### src/rtl/copro_pkg.sv
package copro_pkg;
   typedef enum logic {
      PH_IDLE  = 1'b0,
      PH_UPPER = 1'b1
   } phase_e;

   function automatic logic is_copro_cycle(input logic top_bit, input logic mio);
      return top_bit & ~mio;
   endfunction
endpackage

### src/rtl/copro_busy_sync.sv
module copro_busy_sync #(
   parameter int STAGES = 2
) (
   input  logic clk,
   input  logic rst_n,
   input  logic busy_async,
   output logic busy_sync
);
   logic [STAGES-1:0] chain_q;

   generate
      if (STAGES == 2) begin : g_two
         always_ff @(posedge clk) begin
            if (!rst_n) chain_q <= '0;
            else        chain_q <= {chain_q[0], busy_async};
         end
      end else begin : g_long
         always_ff @(posedge clk) begin
            if (!rst_n) chain_q <= '0;
            else        chain_q <= {chain_q[STAGES-2:0], busy_async};
         end
      end
   endgenerate

   assign busy_sync = chain_q[STAGES-1];
endmodule

### src/rtl/copro_presence.sv
module copro_presence (
   input  logic clk,
   input  logic rst_n,
   input  logic fitted_pin,
   output logic wide_flag
);
   always_ff @(posedge clk) begin
      if (!rst_n) wide_flag <= fitted_pin;
   end
endmodule

### src/rtl/copro_xfer_fsm.sv
module copro_xfer_fsm
   import copro_pkg::*;
#(
   parameter int ADDR_W   = 32,
   parameter int DATA_W   = 32,
   parameter int NARROW_W = 16
) (
   input  logic              clk,
   input  logic              rst_n,
   input  logic              wide_flag,
   input  logic              busy_sync,
   input  logic              req_valid,
   input  logic [ADDR_W-1:0] req_addr,
   input  logic              req_mio,
   input  logic              req_first,
   input  logic [DATA_W-1:0] req_data,
   output logic              req_ready,
   output logic              bus_valid,
   output logic [ADDR_W-1:0] bus_addr,
   output logic              bus_mio,
   output logic [DATA_W-1:0] bus_data,
   output logic              bus_wide,
   output logic              bus_upper
);
   localparam int HALF_BYTES = NARROW_W / 8;
   localparam int PAD_W      = DATA_W - NARROW_W;

   phase_e              phase_q;
   logic [NARROW_W-1:0] hold_hi_q;
   logic [ADDR_W-1:0]   hold_addr_q;
   logic                copro_hit;
   logic                split;
   logic                take;

   assign copro_hit = is_copro_cycle(req_addr[ADDR_W-1], req_mio);
   assign split     = copro_hit & ~wide_flag;
   assign req_ready = (phase_q == PH_IDLE) & ~(copro_hit & req_first & busy_sync);
   assign take      = req_valid & req_ready;

   always_ff @(posedge clk) begin
      if (!rst_n) begin
         phase_q     <= PH_IDLE;
         hold_hi_q   <= '0;
         hold_addr_q <= '0;
         bus_valid   <= 1'b0;
         bus_addr    <= '0;
         bus_mio     <= 1'b0;
         bus_data    <= '0;
         bus_wide    <= 1'b0;
         bus_upper   <= 1'b0;
      end else begin
         case (phase_q)
            PH_IDLE: begin
               bus_valid <= take;
               bus_upper <= 1'b0;
               if (take) begin
                  bus_addr <= req_addr;
                  bus_mio  <= req_mio;
                  bus_wide <= ~split;
                  if (split) begin
                     bus_data    <= {{PAD_W{1'b0}}, req_data[NARROW_W-1:0]};
                     hold_hi_q   <= req_data[DATA_W-1:NARROW_W];
                     hold_addr_q <= req_addr + ADDR_W'(HALF_BYTES);
                     phase_q     <= PH_UPPER;
                  end else begin
                     bus_data <= req_data;
                  end
               end
            end
            default: begin
               bus_valid <= 1'b1;
               bus_addr  <= hold_addr_q;
               bus_data  <= {{PAD_W{1'b0}}, hold_hi_q};
               bus_wide  <= 1'b0;
               bus_upper <= 1'b1;
               phase_q   <= PH_IDLE;
            end
         endcase
      end
   end
endmodule

### src/rtl/copro_if_ctrl.sv
module copro_if_ctrl #(
   parameter int ADDR_W      = 32,
   parameter int DATA_W      = 32,
   parameter int NARROW_W    = 16,
   parameter int SYNC_STAGES = 2
) (
   input  logic              clk,
   input  logic              rst_n,
   input  logic              wide_fitted,
   input  logic              copro_busy,
   input  logic              req_valid,
   input  logic [ADDR_W-1:0] req_addr,
   input  logic              req_mio,
   input  logic              req_first,
   input  logic [DATA_W-1:0] req_data,
   output logic              req_ready,
   output logic              bus_valid,
   output logic [ADDR_W-1:0] bus_addr,
   output logic              bus_mio,
   output logic [DATA_W-1:0] bus_data,
   output logic              bus_wide,
   output logic              bus_upper,
   output logic              wide_mode
);
   generate
      if (DATA_W != 2 * NARROW_W) begin : g_bad_width
         $error("DATA_W must be twice NARROW_W");
      end
      if (NARROW_W % 8 != 0) begin : g_bad_narrow
         $error("NARROW_W must be a whole number of bytes");
      end
      if (SYNC_STAGES < 2) begin : g_bad_sync
         $error("SYNC_STAGES must be at least 2");
      end
      if (ADDR_W < 17) begin : g_bad_addr
         $error("ADDR_W must reach above the 64 KB IO space");
      end
   endgenerate

   logic busy_s;

   copro_busy_sync #(.STAGES(SYNC_STAGES)) u_sync (
      .clk        (clk),
      .rst_n      (rst_n),
      .busy_async (copro_busy),
      .busy_sync  (busy_s)
   );

   copro_presence u_pres (
      .clk        (clk),
      .rst_n      (rst_n),
      .fitted_pin (wide_fitted),
      .wide_flag  (wide_mode)
   );

   copro_xfer_fsm #(
      .ADDR_W   (ADDR_W),
      .DATA_W   (DATA_W),
      .NARROW_W (NARROW_W)
   ) u_fsm (
      .clk       (clk),
      .rst_n     (rst_n),
      .wide_flag (wide_mode),
      .busy_sync (busy_s),
      .req_valid (req_valid),
      .req_addr  (req_addr),
      .req_mio   (req_mio),
      .req_first (req_first),
      .req_data  (req_data),
      .req_ready (req_ready),
      .bus_valid (bus_valid),
      .bus_addr  (bus_addr),
      .bus_mio   (bus_mio),
      .bus_data  (bus_data),
      .bus_wide  (bus_wide),
      .bus_upper (bus_upper)
   );
endmodule

### config.mk
export PLATFORM = sky130hd
export DESIGN_NAME = copro_if_ctrl
export DESIGN_NICKNAME = d
export VERILOG_FILES = /design/src/rtl/copro_pkg.sv /design/src/rtl/copro_busy_sync.sv /design/src/rtl/copro_presence.sv /design/src/rtl/copro_xfer_fsm.sv /design/src/rtl/copro_if_ctrl.sv
export SDC_FILE = /design/constraint.sdc
export NUM_CORES = 1
export LEC_CHECK = 0
export BUFFER_PORTS_ARGS = -buffer_cell sky130_fd_sc_hd__buf_2
export CORE_ASPECT_RATIO = 0.9
export CORE_MARGIN = 2
export CORE_UTILIZATION = 52
export DETAILED_ROUTE_END_ITERATION = 12
export GPL_ROUTABILITY_DRIVEN = 0
export PLACE_DENSITY = 0.8
export SETUP_SLACK_MARGIN = 0.15
export SKIP_LAST_GASP = 1
export SLEW_MARGIN = 20
export SYNTH_ARGS = -nofsm -noshare
export SYNTH_HDL_FRONTEND = slang
export SYNTH_SLANG_ARGS = --single-unit
### constraint.sdc
create_clock -name clk -period 2.05 [get_ports clk]
set_input_delay 0.1025 -clock clk [delete_from_list [all_inputs] [get_ports clk]]
set_output_delay 0.1025 -clock clk [all_outputs]
set_load 0.03 [all_outputs]
* After elaboration in Yosys (flattened, before gate mapping)
Index checks and enable logic that the tools add are counted.
** Operators by class
- Reduce and logical (&&, ||, !) cells :: 5
- Multiply operators :: 0
- Shift-type cells :: 0
- Eq/ne operators :: 0
- Bitwise logic cells :: 13
- Add/subtract/negate cells :: 1
- Multiplexer cells :: 8
- $lt $le $gt $ge :: 0
- Divide/modulo/power cells :: 0
** Operator list (number)
- $mux W32 :: 3
- $add A32 B2 Y32 const B :: 1
- $mux W16 :: 2
- $not A1 Y1 :: 7
- $and A1 B1 Y1 :: 6
- $mux W1 :: 3
- $reduce_and A3 Y1 :: 1
- $reduce_or A3 Y1 :: 1
- $reduce_and A2 Y1 :: 1
- $reduce_bool A2 Y1 :: 1
- $reduce_or A2 Y1 :: 1
** Word-level totals
- RAM bits :: 0
- Logic and storage cells :: 39
- Flip-flop bits (word level) :: 120
- Memories kept :: 0
- ROM bits :: 0
- Bits in latches :: 0

* Longest topological paths before layout
- Depth in word-level cells :: 9
- Depth in mapped cells :: 7
- Gate-level depth less buffers :: 6

* Modules after synthesis
Synthesis repeated with hierarchy kept, for this count alone.
** Unflattened totals
- Cell total of the unflattened synthesis :: 613
- Area, all modules :: 4978.5 um^2
** Modules (own cells, without submodules)
- copro_xfer_fsm :: instances 1, seq. area each 2342.2 um^2, cells an instance 607, area an instance 4892.2 um^2
- copro_busy_sync :: instances 1, seq. area each 40.0 um^2, cells an instance 4, area an instance 52.6 um^2
- copro_presence :: instances 1, seq. area each 30.0 um^2, cells an instance 2, area an instance 33.8 um^2

* Worst setup path after synthesis
No wires, ideal clock.
- Path kind :: reg-to-reg
- Start :: register u_sync.chain_q[1]
- End :: register u_fsm.bus_data[23]
- Stages on the path, launching flop included :: 7
- Buffers on the path :: 2
- Arrival :: 1899 ps
- Path slack :: 81 ps
- Setup time :: 70 ps
- Data required time :: 1980 ps
- Cell sequence :: dfxtp_1 -> a41oi_1 -> and2_1 -> buf_2 -> buf_1 -> nand3_1 -> a21oi_1
** On the way
- Word-level cells in the longest chain between the ends :: 4
** Ends and longest elaborated chain
- start, declared :: line copro_busy_sync.sv:9 : logic [STAGES-1:0] chain_q;
- start signal, assigned :: line copro_busy_sync.sv:15 : else chain_q <= {chain_q[0], busy_async};
- $and A1 B1 Y1 :: line copro_xfer_fsm.sv:37 : assign req_ready = (phase_q == PH_IDLE) & ~(copro_hit & req_first & busy_sync);
- $not A1 Y1 :: line copro_xfer_fsm.sv:37
- $and A1 B1 Y1 :: line copro_xfer_fsm.sv:37
- named net req_ready :: line copro_if_ctrl.sv:16 : output logic req_ready,
- $and A1 B1 Y1 :: line copro_xfer_fsm.sv:38 : assign take = req_valid & req_ready;
- end signal, assigned :: line copro_xfer_fsm.sv:61 : bus_data <= {{PAD_W{1'b0}}, req_data[NARROW_W-1:0]};
- end signal, assigned :: line copro_xfer_fsm.sv:66 : bus_data <= req_data;
- end signal, assigned :: line copro_xfer_fsm.sv:73 : bus_data <= {{PAD_W{1'b0}}, hold_hi_q};
- end, declared :: line copro_xfer_fsm.sv:21 : output logic [DATA_W-1:0] bus_data,
The timed path passes the listed nets, and every way through them passes these cells.
A chain may end at the register's enable or synchronous reset.

* Final worst setup path
- Start :: register u_pres.wide_flag
- End :: register u_fsm.hold_addr_q[1]
** On the way
- Word-level cells in the longest chain between the ends :: 3
** Ends and longest elaborated chain
- start, declared :: line copro_presence.sv:5 : output logic wide_flag
- start signal, assigned :: line copro_presence.sv:8 : if (!rst_n) wide_flag <= fitted_pin;
- $not A1 Y1 :: line copro_xfer_fsm.sv:36 : assign split = copro_hit & ~wide_flag;
- $and A1 B1 Y1 :: line copro_xfer_fsm.sv:36
- $reduce_and A3 Y1 (no source line)
- end signal, assigned :: line copro_xfer_fsm.sv:63 : hold_addr_q <= req_addr + ADDR_W'(HALF_BYTES);
- end, declared :: line copro_xfer_fsm.sv:30 : logic [ADDR_W-1:0] hold_addr_q;
No other way between the ends.

==> qor.csv <==
stage;metric;value;unit
status;status;finished, final reports clean;
synthesis;Area contributors post-synth;dfxtp_1 47%, nand2_1 12%, o21ai_0 6.7%, a31oi_1 6.1%, a21oi_1 5.0%;
pwr;Pint;4.77;mW
route;Post-DRT Antenna Nets;0;
cts;number of buffers created by CTS;17;
synthesis;Syn Inst Count;633;
cts;clk buf depth;2;
timing;RSZ-0062 raised after global routing;no;
cts;CTS tree;yes;
layout;design area;0.00719;mm2
placed_design;dpl cell area;0.00588;mm2
synthesis;Synth Cell Area;0.00506;mm2
route;wire per inst;16.3;um
pwr;Psw;1.71;mW
route;vias per std cell;5.69;
floorplanning;Die H;97.6;um
grt;global route overflow;0;
timing;Final Cycle Share;84.4;%
synthesis;XOR/XNOR share of the synthesized area;4.85;%
synthesis;largest family of logic cells by synthesized area;simple AND/OR/NAND/NOR gates;
timing;Worst Tran Pin Value;0.697;ns
timing;Final min period;1.73;ns
cts;Post-CTS Setup Bufs;0;
timing;Rel. slew slack;53.5;%
layout;area grow syn2layout;42.0;%
worst_setup_path;Setup crit end kind;flip-flop;
grt;All-Layer GR Usage;29.8;%
placed_design;detailed placement HPWL;9070;um
floorplanning;Core Rows;34;
cts;CTS sink cnt;120;
worst_setup_path;Arrival @ worst endpoint;2.15;ns
grt;vias in the first global route;5245;
pwr;Sw Ratio;26.3;%
cts;worst-skew pair later-pin latency;0.51;ns
grt;global-route wire length before repair;25000;um
synthesis;Top FF cell, synth;dfxtp_1;
worst_setup_path;WP data required;2.47;ns
synthesis;Post-synth EDFFs;1;
synthesis;Synth Area in Adders;0.247;%
route;DRT iter0 DRCs;351;
timing;fin. max-slew vios;0;
timing;f_max;578;MHz
synthesis;Simple-Gate Fraction of Synth Area;21.5;%
synthesis;Synth Warn #;0;
pwr;maximum vdd drop;0.000525;V
timing;hold slack final;0.177;ns
pwr;PD cells;901;mW/mm2
layout;layout cells sized above 1;25.3;%
cts;root buf cell;clkbuf_8;
layout;Nets;894;
synthesis;Yosys top cell area share;47.1;%
synthesis;fraction of registers with async set/reset;0;%
floorplanning;Initial Util;52.9;%
timing;setup TNS;0;ns
worst_setup_path;CP max FO;25;
layout;Non-Filler Instances;961;
grt;antenna violations before repair;0;
min_path;Min-Delay Path Class;in2reg;
pwr;clock share of power;47.5;%
route;DR vias;5468;
worst_setup_path;Setup CP Type;reg2reg;
worst_setup_path;Setup crit start kind;flip-flop;
floorplanning;Die Wd;108;um
job;# Max-Cap Violations;0;
placed_design;Inst Count DP;861;
worst_setup_path;flop2flop setup slack;0.32;ns
synthesis;post-synthesis mux area share;0;%
synthesis;Syn Nets;705;
synthesis;most frequent cell after synthesis;nand2_1;
layout;diode count;0;
route;Routed WL;15600;um
synthesis;Synth Register Bits;120;
timing;final setup vio count;0;
placed_design;PortBufs;140;
synthesis;Syn Area/Cell;8.00;um2
floorplanning;IO Count;141;
pwr;Leakage;2.96;nW
floorplanning;Core Region;0.00957;mm2
cts;H-Tree Depth;4;
grt;largest net degree at the start of global routing;72;
synthesis;post-synthesis compound-gate area fraction;20.8;%
pwr;Gate power share;13.6;%
cts;Worst-path clk slew;0.06;ns
synthesis;post-synth cell types;35;
route;router iterations before antenna repair;5;
timing;Hold Violations, Final;0;
layout;final core utilization;75.1;%
synthesis;post-synth top area cell;dfxtp_1;
timing;Layout Skew;0.00745;ns
synthesis;sequential area share after synthesis;47.7;%
synthesis;most frequent cells after synthesis;158 x nand2_1, 119 x dfxtp_1, 68 x o21ai_0;
pwr;sequential power share;38.9;%
floorplanning;DIE AREA;0.0105;mm2
route;DRC;0;
## stage by stage
step | worst slack [ns] | power (mW)
after floorplan | 0.179 | 3.03
after global placement | 0.244 | 3.30
after detailed placement | 0.212 | 3.32
after CTS | 0.197 | 6.46
after global routing | 0.167 | 6.68
final | 0.320 | 6.47
## final timing paths
kind | from | cells after the start | end
worst min register to register | u_sync.chain_q[0] | 1 | u_sync.chain_q[1]
worst max-delay path | u_pres.wide_flag | 6 | u_fsm.hold_addr_q[1]
worst max register to register | u_pres.wide_flag | 6 | u_fsm.hold_addr_q[1]
worst min-delay path | req_first | 4 | u_fsm.hold_addr_q[25]
## logic make-up (layout without fill, tap and decap cells)
group,count (synthesis),after routing
adder cells (fa/ha/maj),1,1
flip-flops,120,120
XOR/XNOR,28,28
AO/OA/AOI/OAI,185,185
AND/OR/NAND/NOR,238,238
buffers and inverters,61,263
## flip-flops by register name (all words and copies together) (netlist names), 2 cells and up
| register | flops |
|---|---|
| u_fsm.hold_addr_q | 32 |
| u_fsm.hold_hi_q | 16 |
| u_fsm.bus_addr | 32 |
| u_sync.chain_q | 2 |
| u_fsm.bus_data | 32 |
## per-layer routing
layer	vias up	wire length (um)	track usage (%)
met1	2535	6360	36.0
met4	0	617	16.5
met5	-	0	0
li1	2572	-	-
met2	294	7510	48.4
met3	67	1160	7.31
## final cells by class
cell class,instances,area (um2)
clock buffers,21,469
clock inverters,11,144
fillers,684,2380
inverters,11,41.3
multi-input cells,452,2430
flip-flops and latches,120,2410
well taps,126,158
repair buffers,220,1530
## cell usage in the layout (no fill, tap or decap), types with 2 or more instances in the layout
cell           netlist  layout
nand2_1            158     157
buf_2                7     140
dfxtp_1            119     119
o21ai_0             68      68
dlygate4sd3_1        0      68
a21oi_1             51      51
a31oi_1             49      49
nand3_1             29      29
xnor2_1             25      25
nor2_1              21      21
clkbuf_16            0      16
inv_1               10      10
nor3_2               9       9
a211oi_1             9       9
buf_4                0       7
clkbuf_8             0       5
buf_12               0       5
a21oi_2              4       4
and4_1               3       3
xor2_1               3       3
clkinv_2             0       3
bufinv_16            0       3
and2_1               3       2
or4_4                0       2
nand4_1              2       2
nor4_4               2       2
nor3_1               2       2
nor4_1               2       2
and3_1               2       2
clkinvlp_4           0       2
clkinv_4             0       2
## power by group through the flow
stage	registers, mW	logic, mW	clock network (mW)
2_1_floorplan	2.73	0.296	0
3_3_place_gp	2.56	0.738	0
3_5_place_dp	2.56	0.753	0
4_1_cts	2.51	0.859	3.09
5_1_grt	2.53	0.946	3.20
6_report	2.52	0.879	3.08
## critical path: stages, from the launching register on
cell,delay (ns)
edfxtp_1,0.37
inv_1,0.06
nand3_1,0.15
a2111oi_4,0.40
buf_4,0.34
nor2_1,0.07
a211oi_1,0.24
## repair_timing
item | in CTS | in global routing
hold buffers | 68 | 0
setup endpoints to repair | 0 | 15
hold endpoints to repair | 111 | 0
gates resized for setup | 0 | 3
Note: power is estimated with default switching activity, not from simulation.
